`config.mk`:
```
export PLATFORM = sky130hd
export DESIGN_NAME = registered_pla
export DESIGN_NICKNAME = d
export VERILOG_FILES = /design/src/rtl/pla_pkg.sv /design/src/rtl/pla_cfg_shift.sv /design/src/rtl/pla_and_plane.sv /design/src/rtl/pla_or_plane.sv /design/src/rtl/registered_pla.sv
export SDC_FILE = /design/constraint.sdc
export NUM_CORES = 1
export LEC_CHECK = 0
export BUFFER_PORTS_ARGS = -buffer_cell sky130_fd_sc_hd__buf_2
export CORE_MARGIN = 5
export CORE_UTILIZATION = 47
export CTS_CLUSTER_DIAMETER = 200
export DETAILED_ROUTE_END_ITERATION = 12
export SYNTH_ARGS = -nofsm -noshare
export SYNTH_HDL_FRONTEND = slang
export SYNTH_SLANG_ARGS = --single-unit
```
`constraint.sdc`:
```
create_clock -name clk -period 6.4 [get_ports clk]
set_input_delay 1.28 -clock clk [delete_from_list [all_inputs] [get_ports clk]]
set_output_delay 1.28 -clock clk [all_outputs]
set_load 0.1 [all_outputs]
```
`src/rtl/pla_pkg.sv`:
```
package pla_pkg;
    typedef enum logic [1:0] {
        LIT_SKIP = 2'b00,
        LIT_POS  = 2'b01,
        LIT_NEG  = 2'b10,
        LIT_KILL = 2'b11
    } lit_e;
endpackage

```
`src/rtl/pla_cfg_shift.sv`:
```
module pla_cfg_shift #(
    parameter int LEN = 8
) (
    input  logic           clk,
    input  logic           rst,
    input  logic           shift_en,
    input  logic           shift_bit,
    output logic [LEN-1:0] bits
);
    typedef struct packed {
        logic [LEN-1:0] bits;
    } cfg_s;

    cfg_s st_d, st_q;

    always_comb begin
        st_d = st_q;
        if (shift_en) begin
            st_d.bits = {shift_bit, st_q.bits[LEN-1:1]};
        end
    end

    always_ff @(posedge clk) begin
        if (rst) st_q <= '0;
        else     st_q <= st_d;
    end

    assign bits = st_q.bits;

    // configuration holds while shifting is off
    a_r11_cfg_stable: assert property (@(posedge clk) disable iff (rst)
        !shift_en |=> $stable(bits));
endmodule

```
`src/rtl/pla_and_plane.sv`:
```
module pla_and_plane
    import pla_pkg::*;
#(
    parameter int N_IN   = 3,
    parameter int N_TERM = 5,
    localparam int AND_W = 2 * N_IN * N_TERM
) (
    input  logic              clk,
    input  logic              rst,
    input  logic [N_IN-1:0]   sig_in,
    input  logic [AND_W-1:0]  lit_cfg,
    output logic [N_TERM-1:0] terms
);
    logic [N_IN-1:0] buf_true, buf_comp;

    assign buf_true = sig_in;
    assign buf_comp = ~sig_in;

    for (genvar t = 0; t < N_TERM; t++) begin : g_term
        always_comb begin
            terms[t] = 1'b1;
            for (int i = 0; i < N_IN; i++) begin
                case (lit_e'(lit_cfg[2*(t*N_IN+i) +: 2]))
                    LIT_POS:  terms[t] = terms[t] & buf_true[i];
                    LIT_NEG:  terms[t] = terms[t] & buf_comp[i];
                    LIT_KILL: terms[t] = 1'b0;
                    default:  terms[t] = terms[t];
                endcase
            end
        end

        // a term that uses no literal is 1
        a_r3_empty_term_one: assert property (@(posedge clk) disable iff (rst)
            (lit_cfg[2*t*N_IN +: 2*N_IN] == '0) |-> terms[t]);

        for (genvar i = 0; i < N_IN; i++) begin : g_lit
            // a forcing literal kills its term
            a_r2_kill_term: assert property (@(posedge clk) disable iff (rst)
                (lit_cfg[2*(t*N_IN+i) +: 2] == 2'b11) |-> !terms[t]);
        end
    end
endmodule

```
`src/rtl/pla_or_plane.sv`:
```
module pla_or_plane #(
    parameter int N_TERM = 5,
    parameter int N_OUT  = 4,
    localparam int OR_W  = N_TERM * N_OUT
) (
    input  logic              clk,
    input  logic              rst,
    input  logic [N_TERM-1:0] terms,
    input  logic [OR_W-1:0]   conn_cfg,
    input  logic [N_OUT-1:0]  pol,
    output logic [N_OUT-1:0]  sums
);
    for (genvar o = 0; o < N_OUT; o++) begin : g_out
        logic [N_TERM-1:0] col;
        logic              raw;

        always_comb begin
            for (int t = 0; t < N_TERM; t++) begin
                col[t] = conn_cfg[t*N_OUT + o];
            end
            raw = |(terms & col);
        end

        assign sums[o] = raw ^ pol[o];

        // an output with nothing connected equals its polarity bit
        a_r4_unconnected: assert property (@(posedge clk) disable iff (rst)
            (col == '0) |-> (sums[o] == pol[o]));
    end
endmodule

```
`src/rtl/registered_pla.sv`:
```
module registered_pla #(
    parameter int N_IN   = 3,
    parameter int N_TERM = 5,
    parameter int N_OUT  = 4
) (
    input  logic             clk,
    input  logic             rst,
    input  logic             cfg_en,
    input  logic             cfg_bit,
    input  logic [N_IN-1:0]  pla_in,
    output logic [N_OUT-1:0] pla_out
);
    localparam int AND_W    = 2 * N_IN * N_TERM;
    localparam int OR_W     = N_TERM * N_OUT;
    localparam int POL_BASE = AND_W + OR_W;
    localparam int SEL_BASE = POL_BASE + N_OUT;
    localparam int CFG_LEN  = SEL_BASE + N_OUT;

    typedef struct packed {
        logic [N_OUT-1:0] out_reg;
    } out_s;

    logic [CFG_LEN-1:0] cfg_vec;
    logic [N_TERM-1:0]  term_vec;
    logic [N_OUT-1:0]   comb_val;
    logic [N_OUT-1:0]   pol, sel;
    out_s               st_d, st_q;

    pla_cfg_shift #(.LEN(CFG_LEN)) u_cfg (
        .clk(clk), .rst(rst), .shift_en(cfg_en), .shift_bit(cfg_bit), .bits(cfg_vec)
    );

    pla_and_plane #(.N_IN(N_IN), .N_TERM(N_TERM)) u_and (
        .clk(clk), .rst(rst), .sig_in(pla_in), .lit_cfg(cfg_vec[AND_W-1:0]),
        .terms(term_vec)
    );

    assign pol = cfg_vec[POL_BASE +: N_OUT];
    assign sel = cfg_vec[SEL_BASE +: N_OUT];

    pla_or_plane #(.N_TERM(N_TERM), .N_OUT(N_OUT)) u_or (
        .clk(clk), .rst(rst), .terms(term_vec), .conn_cfg(cfg_vec[AND_W +: OR_W]),
        .pol(pol), .sums(comb_val)
    );

    always_comb begin
        st_d.out_reg = cfg_en ? '0 : comb_val;
        for (int o = 0; o < N_OUT; o++) begin
            if (cfg_en)      pla_out[o] = 1'b0;
            else if (sel[o]) pla_out[o] = st_q.out_reg[o];
            else             pla_out[o] = comb_val[o];
        end
    end

    always_ff @(posedge clk) begin
        if (rst) st_q <= '0;
        else     st_q <= st_d;
    end

    // outputs are quiet during loading
    a_r11_load_quiet: assert property (@(posedge clk) disable iff (rst)
        cfg_en |-> (pla_out == '0));

    for (genvar o = 0; o < N_OUT; o++) begin : g_chk
        // a registered output shows last cycle's array value
        a_r7_reg_delay: assert property (@(posedge clk) disable iff (rst)
            (!cfg_en && sel[o] && $past(!cfg_en) && !$past(rst))
            |-> (pla_out[o] == $past(comb_val[o])));
    end
endmodule

```
After elaboration in Yosys (flattened, before gate mapping)

Index checks and enable logic that the tools add are counted.

Register bits: 62
Logic and storage cells: 104

Eq/ne operators: 45
Mux-type cells: 23
Bitwise operators: 29
Reduce and logical (&&, ||, !) cells: 5

Operator list:

| operator             | number |
|---|---|
| $eq A2 B2 Y1 const B | 30 |
| $pmux W1 S3          | 15 |
| $eq A2 B1 Y1 const B | 15 |
| $and A1 B1 Y1        | 20 |
| $and A5 B5 Y5        | 4 |
| $reduce_or A5 Y1     | 4 |
| $mux W1              | 8 |
| $xor A1 B1 Y1        | 4 |
| $not A3 Y3           | 1 |
| $reduce_or A2 Y1     | 1 |

Depth between registers and ports, before layout

Word-level depth: 11
Gate-level depth with buffers: 8
Gate-level depth less buffers: 8

Modules after synthesis

From an unflattened synthesis, not the netlist that was laid out.

Cells, all modules: 292
Area, all modules: 2927.8 sq um

By module, submodules not included:

| module         | times used | cells each | area each (sq um) |
|---|---|---|---|
| pla_cfg_shift  | 1          | 187        | 2072.0 |
| pla_and_plane  | 1          | 72         | 569.3 |
| registered_pla | 1          | 17         | 166.4 |
| pla_or_plane   | 1          | 16         | 120.1 |

Worst setup path before layout

OpenSTA, ideal clock, no wires.

Kind: input to output
From: input pla_in[1]
To: output pla_out[3]
Arrival time: 3.834 ns
Path slack: 1.286 ns
Stages: 6
Buffers on the path: 1
Cell sequence: buf_4 > xor2_1 > a21oi_1 > a2111oi_2 > a222oi_1 > o211ai_1

Word-level cells in the longest chain between the ends: 10

RTL lines:

| what                                    | line                                     | text |
|---|---|---|
| start: declaration                      | registered_pla.sv:10                     | `input logic [N_IN-1:0] pla_in,` |
| $not A3 Y3                              | pla_and_plane.sv:17                      | `assign buf_comp = ~sig_in;` |
| $and A1 B1 Y1                           | pla_and_plane.sv:25                      | `LIT_NEG: terms[t] = terms[t] & buf_comp[i];` |
| $pmux W1 S3                             | pla_and_plane.sv:23                      | `case (lit_e'(lit_cfg[2*(t*N_IN+i) +: 2]))` |
| $and A1 B1 Y1, on equally long branches | pla_and_plane.sv:25, pla_and_plane.sv:24 |  |
| $pmux W1 S3                             | pla_and_plane.sv:23                      |  |
| $and A5 B5 Y5 (*)                       | pla_or_plane.sv:21                       | `raw = \|(terms & col);` |
| $reduce_or A5 Y1 (*)                    | pla_or_plane.sv:21                       |  |
| $xor A1 B1 Y1 (*)                       | pla_or_plane.sv:24                       | `assign sums[o] = raw ^ pol[o];` |
| $mux W1 (*)                             | registered_pla.sv:50                     | `else if (sel[o]) pla_out[o] = st_q.out_reg[o];` |
| $mux W1 (*)                             | registered_pla.sv:49                     | `if (cfg_en) pla_out[o] = 1'b0;` |
| end: declaration                        | registered_pla.sv:11                     | `output logic [N_OUT-1:0] pla_out` |

Every way passes the cells marked *; elsewhere a longest branch is shown, timed or not.

Worst setup path after layout

From: input pla_in[2]
To: output pla_out[2]

Word-level cells in the longest chain between the ends: 8

RTL lines:

| what                 | line |
|---|---|
| $not A3 Y3           | pla_and_plane.sv:17 |
| $and A1 B1 Y1        | pla_and_plane.sv:25 |
| $pmux W1 S3          | pla_and_plane.sv:23 |
| $and A5 B5 Y5 (*)    | pla_or_plane.sv:21 |
| $reduce_or A5 Y1 (*) | pla_or_plane.sv:21 |
| $xor A1 B1 Y1 (*)    | pla_or_plane.sv:24 |
| $mux W1 (*)          | registered_pla.sv:50 |
| $mux W1 (*)          | registered_pla.sv:49 |

Marks and branches as above.

==> results.yml <==
floorplanning:
  boundaryPins: 11
  die_x_um: 90.13
  design.core.area_um2: 6314
  row_count: 29
  dieArea_um2: 8123
  start_util: 0.4780
  die_h_um: 90.13
global_route:
  grt.overflow.total: 0
  antenna_found_initial: 0
  grt_max_degree: 73
  grt_pass1_wl_mm: 9.446
  track_usage: 0.1406
  grt_pass1_vias: 1930
final_layout:
  antenna_cells: 0
  drive_above_1_share: 0.1031
  final-instance-count-excl-fill: 397
  nFillCells: 621
  utilization: 0.5226
  areaGrowthSynthToFinish_pct: 9.328
  layout.nets: 343
synth:
  syn-cell-area_um2: 3018
  yosysWarnings: 0
  synthCells: 311
  synth-seq-area-share: 0.4113
  syn_area_per_cell_um2: 9.704
  ys_ff_latch: 62
  yosysUniqueCellTypes: 29
  syn-num-nets: 338
power_and_ir_drop:
  cellPowerDensity_nw_per_um2: 235.6
  combPwrFrac: 0.045
  switching_power_mw: 0.1688
  leakagePower_nw: 1.460
  power.internal_mw: 0.6086
  power_mw: 0.7774
  clockPowerShare: 0.456
  switching_share: 0.2172
  pwr-share-seq: 0.499
  vdd_drop_max_mv: 0.1283
clock_tree:
  cts_post_setup_buffers_inserted: 0
  cts_resized: 0
  cts-root-buf: "clkbuf_8"
  holdBufCountCts: 0
  cts.sinks: 62
  cts_tree: "built"
  clockBufferDepth: 2
  htreeDepth: 3
  cts_buffers: 9
  clk_pin_slew_ns: 0.07
  worstSkewPairLatency_ns: 0.33
route:
  via_per_inst: 5.214
  drtIter0Drc: 204
  routed_wl_mm: 5.428
  final_antenna_net_count: 0
  post-route-drc-count: 0
  num_vias: 2070
  wl_per_cell_um: 13.67
  dr.pass1.iters: 4
placement:
  dp_hpwl_mm: 3.562
  place_inst: 382
  place_ws_ns: 1.754
  gp_congestion: 0.7095
  portBuffers: 10
timing:
  setup_tns_ns: 0
  clock.fmax_mhz: 215.5
  setup_viol: 0
  hold_viol_final: 0
  relSlewSlack: 0.2958
  worst_pin_slew_ns: 1.056
  grt_setup_unrepaired: "no"
  finalCritPeriodShare: 0.7251
  maxSlewViolCount: 0
  period_minus_slack_ns: 4.641
  fin_ws_ns: 1.759
  fin_skew_ns: 0.01230
critical_path:
  cp_max_fo: 5
  cp.arrival_ns: 3.36
  required_ns: 5.12
  startpoint_type: "input pin"
  cp-end-kind: "output pin"
  worstSetupPathType: "in2out"
worst_hold_path:
  hp-class: "reg2reg"
job:
  cap_violations: 0
outcome:
  outcome: "finished, final reports clean"
## Yosys cell counts (all sizes together)
library cell  instances  area, um^2
ha                   20       250.2
nand4                 5       31.28
o21ai                 3       15.01
nor3                  1       5.000
xor2                 10       87.58
buf                   7       45.04
a211o                 7       62.56
nand2                 4       15.01
nor2b                 4       25.02
clkbuf               10       37.54
a222oi                4       40.04
inv                  20       75.07
or3                   4       25.02
or2                   1       6.260
o21a                  1       7.510
nand3b                4       30.03
mux2                  1       11.26
o211ai                1       7.510
mux2i                58       580.6
a22oi                 4       30.03
nor4bb                3       30.03
nor2                 63       236.5
dfxtp                62        1241
a2111oi               4       72.57
a21oi                10       50.05
## per-layer routing
layer / vias up / share of wire / GRT usage
met1: 959 / 0.52 / 0.1981
met5: - / 0 / 0
met3: 5 / 0.036 / 0.03339
met2: 26 / 0.44 / 0.2024
met4: 0 / 0.0088 / 0.06328
li1: 1080 / - / -
## state kept, by name (all words and copies together) (netlist names)
register,count
u_cfg.bits,58
st_q,4
## cells by family (layout without fill, tap and decap cells)
group | Yosys count | after routing | share of synthesized area
adders and majority gates | 20 | 20 | 0.08292
and+or+nand+nor | 89 | 89 | 0.1339
xor gates and xnor gates | 10 | 10 | 0.02902
DFF | 62 | 62 | 0.4113
AOI/OAI and AO/OA | 34 | 34 | 0.09453
muxes | 59 | 59 | 0.1961
buffers and inverters | 37 | 46 | 0.05224
## final cells by class
type | instances | area [um^2] | share of cell area
well taps | 77 | 96.34 | 0.02920
flip-flops and latches | 62 | 1241 | 0.3762
repair buffers | 11 | 60.06 | 0.01820
multi-input cells | 212 | 1619 | 0.4907
clock inverters | 3 | 42.54 | 0.01289
inverters | 20 | 75.07 | 0.02275
clock buffers | 12 | 165.2 | 0.05006
## power groups by stage
| stage | Combinational (mW) | Clock (mW) | Sequential (mW) |
|---|---|---|---|
| floorplan | 0.0295 | 0 | 0.396 |
| global placement | 0.0351 | 0 | 0.396 |
| detailed placement | 0.0353 | 0 | 0.396 |
| CTS | 0.0353 | 0.366 | 0.388 |
| global route | 0.0378 | 0.386 | 0.388 |
| finish | 0.0350 | 0.355 | 0.388 |
## placed cells by master (no fill, tap or decap), drive strengths merged
master,instances
nor2,63
dfxtp,62
mux2i,58
inv,20
ha,20
clkbuf,12
buf,11
xor2,10
a21oi,10
a211o,7
nand4,5
nor2b,4
a222oi,4
or3,4
a22oi,4
nand3b,4
nand2,4
a2111oi,4
nor4bb,3
o21ai,3
mux2,1
nor3,1
o21a,1
o211ai,1
or2,1
bufinv,1
clkinvlp,1
clkinv,1
## worst paths after layout
check | startpoint | end | slack (ns) | depth (start not counted)
worst max-delay path | pla_in[2] | pla_out[2] | 1.76 | 8
worst max register to register | u_cfg.bits[2] | st_q[0] | 4.22 | 8
worst min-delay path | u_cfg.bits[0] | u_cfg.bits[0] | 0.49 | 2
worst min register to register | u_cfg.bits[0] | u_cfg.bits[0] | 0.49 | 2
## per-stage QoR
stage,cell area (um^2),hold WS (ns)
final,3299,0.4879
after global placement,3092,0.4754
after floorplan,3018,0.4520
after global routing,3299,0.5442
after detailed placement,3092,0.4825
after CTS,3299,0.4987
## worst max-delay path: stages
cell	delay, ns
buf_2	0.19
xor2_1	0.16
a21oi_1	0.09
a2111oi_2	0.55
a22oi_1	0.26
nor4bb_1	0.20
a211o_1	0.32
buf_2	0.29
No activity file was read; power rests on OpenSTA's default activity.
